## config.mk

```make
export PLATFORM = sky130hd
export DESIGN_NAME = uart_listen_core
export DESIGN_NICKNAME = d
export VERILOG_FILES = /design/src/rtl/uart_lsn_pkg.sv /design/src/rtl/uart_lsn_sync.sv /design/src/rtl/uart_lsn_tx.sv /design/src/rtl/uart_lsn_rx.sv /design/src/rtl/uart_listen_core.sv
export SDC_FILE = /design/constraint.sdc
export NUM_CORES = 1
export LEC_CHECK = 0
export BUFFER_PORTS_ARGS = -buffer_cell sky130_fd_sc_hd__buf_2
export CORE_AREA = 2 2 127 79
export DETAILED_ROUTE_END_ITERATION = 10
export DIE_AREA = 0 0 129 81
export PLACE_DENSITY_LB_ADDON = 0.25
export SYNTH_ARGS = -nofsm -noshare
export SYNTH_HDL_FRONTEND = slang
export SYNTH_SLANG_ARGS = --single-unit
```

## constraint.sdc

```tcl
create_clock -name clk -period 1.9 [get_ports clk]
set_clock_uncertainty 0.05 [all_clocks]
set_input_delay 0.19 -clock clk [delete_from_list [all_inputs] [get_ports clk]]
set_output_delay 0.19 -clock clk [all_outputs]
set_load 0.02 [all_outputs]
```

## src/rtl/uart_lsn_pkg.sv

```systemverilog
package uart_lsn_pkg;

   localparam logic [1:0] MODE_PLAIN  = 2'b00;
   localparam logic [1:0] MODE_EVEN   = 2'b01;
   localparam logic [1:0] MODE_ODD    = 2'b10;
   localparam logic [1:0] MODE_LISTEN = 2'b11;

   typedef enum logic [2:0] {
      FS_IDLE,
      FS_START,
      FS_DATA,
      FS_PAR,
      FS_STOP,
      FS_WAITHI
   } frm_state_e;

   function automatic logic mode_has_parity(input logic [1:0] mode);
      return (mode == MODE_EVEN) || (mode == MODE_ODD);
   endfunction

   function automatic logic mode_is_odd(input logic [1:0] mode);
      return mode == MODE_ODD;
   endfunction

endpackage

```

## src/rtl/uart_lsn_sync.sv

```systemverilog
module uart_lsn_sync #(
   parameter int STAGES = 2
) (
   input  logic clk,
   input  logic rst_n,
   input  logic d_i,
   output logic q_o
);
   generate
      if (STAGES == 0) begin : g_bypass
         assign q_o = d_i;
      end else begin : g_chain
         logic [STAGES-1:0] chain_q;
         always_ff @(posedge clk or negedge rst_n) begin
            if (!rst_n) chain_q <= '1;
            else        chain_q <= {chain_q[STAGES-2:0], d_i} ;
         end
         assign q_o = chain_q[STAGES-1];
      end
   endgenerate
endmodule

```

## src/rtl/uart_lsn_tx.sv

```systemverilog
module uart_lsn_tx
   import uart_lsn_pkg::*;
#(
   parameter int DATA_W = 8,
   parameter int OVS    = 16
) (
   input  logic              clk,
   input  logic              rst_n,
   input  logic              tick_en,
   input  logic [1:0]        mode_i,
   input  logic              valid_i,
   input  logic [DATA_W-1:0] data_i,
   output logic              ready_o,
   output logic              line_o,
   output logic              active_o
);
   localparam int CNT_W = $clog2(OVS);
   localparam int IDX_W = $clog2(DATA_W);
   localparam logic [CNT_W-1:0] CNT_LAST = CNT_W'(OVS - 1);
   localparam logic [IDX_W-1:0] IDX_LAST = IDX_W'(DATA_W - 1);

   frm_state_e        state_q;
   logic [CNT_W-1:0]  cnt_q;
   logic [IDX_W-1:0]  idx_q;
   logic [DATA_W-1:0] shreg_q;
   logic              par_q;
   logic              par_en_q;
   logic              line_q;

   always_ff @(posedge clk or negedge rst_n) begin
      if (!rst_n) begin
         state_q  <= FS_IDLE;
         cnt_q    <= '0;
         idx_q    <= '0;
         shreg_q  <= '0;
         par_q    <= 1'b0;
         par_en_q <= 1'b0;
         line_q   <= 1'b1;
      end else if (state_q == FS_IDLE) begin
         cnt_q <= '0;
         idx_q <= '0;
         if (valid_i) begin
            shreg_q  <= data_i;
            par_en_q <= mode_has_parity(mode_i);
            par_q    <= (^data_i) ^ mode_is_odd(mode_i);
            line_q   <= 1'b0;
            state_q  <= FS_START;
         end
      end else if (tick_en) begin
         if (cnt_q != CNT_LAST) begin
            cnt_q <= cnt_q + 1'b1;
         end else begin
            cnt_q <= '0;
            unique case (state_q)
               FS_START: begin
                  state_q <= FS_DATA;
                  line_q  <= shreg_q[0];
               end
               FS_DATA: begin
                  if (idx_q == IDX_LAST) begin
                     state_q <= par_en_q ? FS_PAR : FS_STOP;
                     line_q  <= par_en_q ? par_q : 1'b1;
                  end else begin
                     idx_q   <= idx_q + 1'b1;
                     shreg_q <= shreg_q >> 1;
                     line_q  <= shreg_q[1];
                  end
               end
               FS_PAR: begin
                  state_q <= FS_STOP;
                  line_q  <= 1'b1;
               end
               default: begin
                  state_q <= FS_IDLE;
                  line_q  <= 1'b1;
               end
            endcase
         end
      end
   end

   assign ready_o  = (state_q == FS_IDLE);
   assign active_o = (state_q != FS_IDLE);
   assign line_o   = line_q;
endmodule

```

## src/rtl/uart_lsn_rx.sv

```systemverilog
module uart_lsn_rx
   import uart_lsn_pkg::*;
#(
   parameter int DATA_W = 8,
   parameter int OVS    = 16
) (
   input  logic              clk,
   input  logic              rst_n,
   input  logic              tick_en,
   input  logic [1:0]        mode_i,
   input  logic              line_i,
   output logic              valid_o,
   output logic [DATA_W-1:0] data_o,
   output logic              perr_o,
   output logic              ferr_o,
   output logic              active_o
);
   localparam int CNT_W = $clog2(OVS);
   localparam int IDX_W = $clog2(DATA_W);
   localparam logic [CNT_W-1:0] CNT_LAST = CNT_W'(OVS - 1);
   localparam logic [CNT_W-1:0] CNT_HALF = CNT_W'(OVS / 2 - 1);
   localparam logic [IDX_W-1:0] IDX_LAST = IDX_W'(DATA_W - 1);

   frm_state_e        state_q;
   logic [CNT_W-1:0]  cnt_q;
   logic [IDX_W-1:0]  idx_q;
   logic [DATA_W-1:0] shreg_q;
   logic              par_q;

   always_ff @(posedge clk or negedge rst_n) begin
      if (!rst_n) begin
         state_q <= FS_IDLE;
         cnt_q   <= '0;
         idx_q   <= '0;
         shreg_q <= '0;
         par_q   <= 1'b0;
         valid_o <= 1'b0;
         data_o  <= '0;
         perr_o  <= 1'b0;
         ferr_o  <= 1'b0;
      end else begin
         valid_o <= 1'b0;
         unique case (state_q)
            FS_IDLE: begin
               cnt_q <= '0;
               idx_q <= '0;
               if (tick_en && !line_i) state_q <= FS_START;
            end
            FS_START: if (tick_en) begin
               if (cnt_q == CNT_HALF) begin
                  cnt_q   <= '0;
                  state_q <= line_i ? FS_IDLE : FS_DATA;
               end else begin
                  cnt_q <= cnt_q + 1'b1;
               end
            end
            FS_DATA: if (tick_en) begin
               if (cnt_q == CNT_LAST) begin
                  cnt_q   <= '0;
                  shreg_q <= {line_i, shreg_q[DATA_W-1:1]};
                  if (idx_q == IDX_LAST)
                     state_q <= mode_has_parity(mode_i) ? FS_PAR : FS_STOP;
                  else
                     idx_q <= idx_q + 1'b1;
               end else begin
                  cnt_q <= cnt_q + 1'b1;
               end
            end
            FS_PAR: if (tick_en) begin
               if (cnt_q == CNT_LAST) begin
                  cnt_q   <= '0;
                  par_q   <= line_i;
                  state_q <= FS_STOP;
               end else begin
                  cnt_q <= cnt_q + 1'b1;
               end
            end
            FS_STOP: if (tick_en) begin
               if (cnt_q == CNT_LAST) begin
                  cnt_q   <= '0;
                  valid_o <= 1'b1;
                  data_o  <= shreg_q;
                  ferr_o  <= !line_i;
                  perr_o  <= mode_has_parity(mode_i) &&
                             (par_q != ((^shreg_q) ^ mode_is_odd(mode_i)));
                  state_q <= line_i ? FS_IDLE : FS_WAITHI;
               end else begin
                  cnt_q <= cnt_q + 1'b1;
               end
            end
            default: if (line_i) state_q <= FS_IDLE;
         endcase
      end
   end

   assign active_o = (state_q != FS_IDLE);
endmodule

```

## src/rtl/uart_listen_core.sv

```systemverilog
module uart_listen_core
   import uart_lsn_pkg::*;
#(
   parameter int DATA_W      = 8,
   parameter int OVS         = 16,
   parameter int SYNC_STAGES = 2
) (
   input  logic              clk,
   input  logic              rst_n,
   input  logic              tick_en,
   input  logic [1:0]        mode_i,
   input  logic              tx_valid_i,
   input  logic [DATA_W-1:0] tx_data_i,
   output logic              tx_ready_o,
   output logic              txd_o,
   input  logic              rxd_i,
   output logic              rx_valid_o,
   output logic [DATA_W-1:0] rx_data_o,
   output logic              rx_parity_err_o,
   output logic              rx_frame_err_o,
   output logic              busy_o
);
   generate
      if (OVS < 4 || (OVS % 2) != 0) begin : g_bad_ovs
         $error("uart_listen_core: OVS must be even and at least 4");
      end
      if (DATA_W < 2) begin : g_bad_width
         $error("uart_listen_core: DATA_W must be at least 2");
      end
      if (SYNC_STAGES < 0 || SYNC_STAGES == 1 || SYNC_STAGES > 4) begin : g_bad_sync
         $error("uart_listen_core: SYNC_STAGES must be 0, 2, 3 or 4");
      end
   endgenerate

   logic listen;
   logic tx_line;
   logic tx_active;
   logic rx_active;
   logic rx_src;
   logic rx_line;

   assign listen = (mode_i == MODE_LISTEN);

   uart_lsn_tx #(.DATA_W(DATA_W), .OVS(OVS)) u_tx (
      .clk      (clk),
      .rst_n    (rst_n),
      .tick_en  (tick_en),
      .mode_i   (mode_i),
      .valid_i  (tx_valid_i),
      .data_i   (tx_data_i),
      .ready_o  (tx_ready_o),
      .line_o   (tx_line),
      .active_o (tx_active)
   );

   assign rx_src = listen ? tx_line : rxd_i;
   assign txd_o  = listen ? 1'b1 : tx_line;

   uart_lsn_sync #(.STAGES(SYNC_STAGES)) u_sync (
      .clk   (clk),
      .rst_n (rst_n),
      .d_i   (rx_src),
      .q_o   (rx_line)
   );

   uart_lsn_rx #(.DATA_W(DATA_W), .OVS(OVS)) u_rx (
      .clk      (clk),
      .rst_n    (rst_n),
      .tick_en  (tick_en),
      .mode_i   (mode_i),
      .line_i   (rx_line),
      .valid_o  (rx_valid_o),
      .data_o   (rx_data_o),
      .perr_o   (rx_parity_err_o),
      .ferr_o   (rx_frame_err_o),
      .active_o (rx_active)
   );

   assign busy_o = tx_active | rx_active;
endmodule

```

; ---- After elaboration in Yosys (flattened, before gate mapping)
; Index checks and enable logic that the tools add are counted.
; W data, S select, Z words.
[word_totals]
register_bits = 53
latchBits = 0
ram_bits = 0
romBits = 0
input_bits = 15
output_inout_bits = 14
wordCells = 140
mem_count = 0
[op_classes]
add_sub_neg = 4
mul = 0
div_mod_pow = 0
magnitude_cmp = 0
eq_ne = 32
shift = 0
n_mux = 57
bitwise = 3
reduce_logical = 27
[op_table]
columns = operator, count
row1 = $mux W3, 27
row2 = $mux W8, 6
row3 = $mux W4, 7
row4 = $ne A2 B2 Y1 const B, 8
row5 = $reduce_xor A8 Y1, 2
row6 = $pmux W3 S5, 1
row7 = $reduce_and A3 Y1, 5
row8 = $ne A2 B1 Y1 const B, 7
row9 = $eq A3 B2 Y1 const B, 4
row10 = $pmux W4 S3, 1
row11 = $reduce_and A4 Y1, 3
row12 = $mux W1, 11
row13 = $reduce_and A11 Y1, 1
row14 = $eq A3 B3 Y1 const B, 3
row15 = $pmux W3 S3, 1
row16 = $reduce_bool A3 Y1, 3
row17 = $add A4 B1 Y4 const B, 2
row18 = $add A3 B1 Y3 const B, 2
row19 = $eq A3 B1 Y1 const B, 2
row20 = $logic_not A3 Y1, 2
row21 = $pmux W3 S2, 1
row22 = $reduce_bool A2 Y1, 3
row23 = $reduce_bool A6 Y1, 1
row24 = $reduce_and A5 Y1, 1
row25 = other kinds (16), 19

; ---- Logic depth before layout (Yosys ltp)
[depth]
ltp_word = 7
mapped_depth = 7
mapped_depth_nobuf = 7

; ---- Modules after synthesis
; A second synthesis with hierarchy kept.
[unflattened]
cells_unflattened = 281
area_unflattened_um2 = 2839.0
[by_module_without_submodules]
columns = mod, n_inst, cells_each, area_each_um2, seq_area_each_um2
row1 = uart_lsn_rx, 1, 148, 1491.4, 750.7
row2 = uart_lsn_tx, 1, 127, 1263.7, 526.8
row3 = uart_lsn_sync, 1, 2, 52.6, 52.6
row4 = uart_listen_core, 1, 4, 31.3, 0.0

; ---- Worst setup path before layout
; No wires, ideal clock.
[synth_path]
kind = register -> register
start = reg u_tx.idx_q[0]
end = reg u_tx.shreg_q[0]
setup_time_ns = 0.125
t_arrival_ns = 1.647
required_ns = 1.725
slack_ns = 0.078
path_stages_with_launch = 7
n_path_buf = 0
period_less_slack_ns = 1.822
path_cell_list = dfrtp_1 ha_1 ha_1 nor2_4 mux2i_2 nor3_4 mux2_2
[synth_via]
elab_chain_cells = 3
[synth_lines]
columns = item, line_no
row1 = start: declaration, uart_lsn_tx.sv:24  ; logic [IDX_W-1:0] idx_q;
row2 = start signal: assignment, uart_lsn_tx.sv:64  ; idx_q <= idx_q + 1'b1;
row3 = $eq A3 B3 Y1, uart_lsn_tx.sv:60  ; if (idx_q == IDX_LAST) begin
row4 = $ne A2 B2 Y1 (no line), n/a
row5 = $reduce_and A5 Y1 (no line), n/a
row6 = end signal: assignment, uart_lsn_tx.sv:43  ; shreg_q <= data_i;
row7 = end signal: assignment, uart_lsn_tx.sv:65  ; shreg_q <= shreg_q >> 1;
row8 = end: declaration, uart_lsn_tx.sv:25  ; logic [DATA_W-1:0] shreg_q;
; Every way passes these cells.
; A chain may end at the register's enable or synchronous reset.

; ---- Worst setup path in the final report
[layout_path]
start = reg u_tx.idx_q[0]
end = reg u_tx.shreg_q[3]
; The elaborated chain is that of the path after synthesis.

==> key figures <==
Worst hold path
  – HP Class: input port to flop

Detailed routing
  – DRC: 0
  – Drt pass-1 iters: 4
  – DR iter-0 viols: around 100
  – Post-DRT Antenna Nets: 0
  – Vias per std cell: around 4.5
  – DR WL/cell: ~14 µm
  – Vias: 1924
  – Final wirelength: around 6000 µm

Logic synthesis
  – Post-synth EDFFs: 0
  – Syn Inst Count: ~250
  – Synth top area share: between 40% and 50%
  – Async SR Flop Fraction: 100%
  – Synth Register Bits: 53
  – Dominant synthesized flop cell: dfrtp_1
  – Post-synth top cells: dfrtp_1, mux2_2, nand2_1
  – Cell Area, Synth: about 0.0027 mm²
  – Sequential fraction of the synthesis area: approximately 49%
  – Library cells used by synthesis: 44
  – Area leader, netlist: dfrtp_1
  – Area contributors post-synth: dfrtp_1, mux2_2, xnor2_1
  – Count leader, synth: dfrtp_1
  – Avg Cell Area, Syn: roughly 11 µm²
  – Yosys synthesis warning count: 0
  – Syn Nets: 270

Worst setup path
  – Critical Path Fanout Max: 4
  – CP Data Arrival Time: between 1.5 and 2 ns
  – CP Capture Type: flop
  – Critical path class: flop to flop
  – R2r endpoint: u_tx.shreg_q[3]
  – CP endpoint: u_tx.shreg_q[3]
  – Worst EP required: roughly 2.0 ns
  – Critical Path Source Type: flop
  – Reg2reg start: u_tx.idx_q[0]
  – R2R depth: 7
  – Worst-case register-to-register setup slack: 0.1 ns
  – Worst Setup SP: u_tx.idx_q[0]

Clock tree
  – CTS sink cnt: 53
  – TritonCTS buffer count: 5
  – H-tree levels: 2
  – Clock root buffer: clkbuf_16
  – Clock Path Buffers: 2
  – Reg clk slew, reported paths: 0.07 ns
  – TritonCTS clock tree: built
  – Clk Latency, worst-skew pair: between 0.2 and 0.3 ns

GRT
  – Grt total ovfl: 0
  – First-pass GRT wire length: between 10000 and 15000 µm
  – Largest net degree at the start of global routing: 24
  – Vias in the first global route: just under 2000
  – GR Util All Layers: around an eighth
  – Antenna violations before repair: 0

Floorplan
  – Die Width: about 130 µm
  – # IOs: 29
  – Die area: 0.0104 mm²
  – Die H: between 80 and 90 µm
  – Core Region: around 0.0095 mm²
  – Initial Utilization: 28.8%
  – Row Count: 28

Job
  – Max cap viols: 0

Timing
  – Pin slew with the least headroom to its limit: around 0.57 ns
  – F_max: about 550 MHz
  – Final Max Slew Viols: 0
  – Final setup violation count: 0
  – Period utilisation layout: about 95%
  – Total Negative Setup Slacks: 0 ns
  – Max_slew headroom: between 60% and 70%
  – Count of final hold-check violations: 0
  – Tmin final: ~1.8 ns

Power
  – PD cells: ~1200 mW/mm²
  – Leak pwr: 1.55 nW
  – Pwr Total: ~4.0 mW
  – Max VDD drop: between 0.4 and 0.5 mV

Layout
  – Fillcell total: between 900 and 1000
  – Layout cells sized above 1: between 30% and 40%
  – Antenna Cells: 0
  – Area Overhead vs Synth: 22.5%
  – Layout Nets: between 300 and 400
  – Post-Layout Cell Count: around 430

Run status
  – Status: finished clean

Place
  – DP Wirelength: around 4300 µm
  – GP Congestion: approximately 0.8
  – Dpl cells: approximately 420
  – Port bufs: 28
[routing by layer]
| metal | GRT usage [%] | part of all wire [%] |
|---|---|---|
| met5 | 0 | 0 |
| met4 | 2.72 | 0.52 |
| met3 | 3.43 | 3.9 |
| met2 | 18.8 | 42 |
| met1 | 18.2 | 54 |
[worst max-delay path: stages, from the launching register on]
cell and delay [ns]:
dfrtp_1 0.40, ha_2 0.19, ha_2 0.18, nor2_4 0.09
mux2i_2 0.09, nor3_4 0.21, buf_6 0.14, mux2_2 0.33
[worst min-delay path by stage]
| stage | from | cells after the start | to |
|---|---|---|---|
| finish | rxd_i | 2 | u_sync.g_chain.chain_q[0] |
| global route | rxd_i | 2 | u_sync.g_chain.chain_q[0] |
| CTS | rxd_i | 2 | u_sync.g_chain.chain_q[0] |
| detailed placement | rst_n | 1 | u_rx.shreg_q[1] |
| global placement | rst_n | 1 | u_rx.data_o[1] |
| floorplan | rst_n | 0 | u_rx.cnt_q[0] |
[cell type report]
class | instances | area (µm²) | area share [%]
clock buffers | 6 | 139 | 4.14
clock inverters | 2 | 13.8 | 0.410
inverters | 7 | 26.3 | 0.783
multi-input cells | 177 | 1370 | 40.9
flip-flops and latches | 53 | 1330 | 39.7
well taps | 135 | 169 | 5.04
repair buffers | 45 | 303 | 9.03
[registers in the layout, indices dropped and copies added (netlist names), 2 cells and up]
| name | count |
|---|---|
| u_rx.cnt_q | 4 |
| u_rx.data_o | 8 |
| u_rx.idx_q | 3 |
| u_rx.shreg_q | 8 |
| u_rx.state_q | 3 |
| u_sync.g_chain.chain_q | 2 |
| u_tx.cnt_q | 4 |
| u_tx.idx_q | 3 |
| u_tx.shreg_q | 8 |
| u_tx.state_q | 3 |
[report_power, final]
part	total, mW	internal (mW)	leakage (nW)	switching [mW]
Sequential	1.65	1.38	0.691	0.273
Combinational	1.36	0.668	0.786	0.687
Clock	0.945	0.525	0.0768	0.419
[per-stage QoR]
step           worst slack, ns  instance area (µm²)  utilization (%)  hold slack, ns
3_5_place_dp            0.0485                 3130             33.0           0.180
6_report                0.0955                 3350             35.3          0.0879
3_3_place_gp            0.0646                 3130             33.0           0.171
2_1_floorplan           0.0779                 2740                -          -0.156
5_1_grt               -0.00497                 3350             35.3          0.0882
4_1_cts                 0.0315                 3300             34.8          0.0861
[kinds of logic after synthesis]
logic type / synth area share [%]
adder cells (fa/ha/maj): 4.02
buffers and inverters: 2.79
flip-flops: 48.6
AO/OA/AOI/OAI: 10.3
XOR/XNOR: 6.40
AND/OR/NAND/NOR: 12.9
multiplexers: 15.0
[what timing repair did]
action / in CTS / in global routing
hold buffers: 1 / 0
pin swaps: 0 / 5
resized for setup: 3 / 11
setup endpoints to repair: 1 / 9
setup buffers: 0 / 1
endpoints found under the hold margin: 18 / 0
[layout by cell type, fill, tap and decap left out, types with 2 or more instances in the layout]
cell type	n
inv_1	7
o31a_1	2
ha_2	4
buf_2	28
xnor2_1	18
o31ai_1	4
nor2_1	16
or2_4	2
dfstp_2	3
nor2b_1	2
ha_1	3
nand4_1	3
a21o_1	2
nand2_1	23
buf_4	12
buf_6	2
dfrtp_1	49
a22o_1	5
xor2_1	2
nor2_2	2
clkbuf_16	5
nand3_1	6
o21ai_0	15
nor3_1	4
buf_12	2
a21oi_1	9
mux2_2	33
or2_2	2
Note: power is estimated with default switching activity, not from simulation.
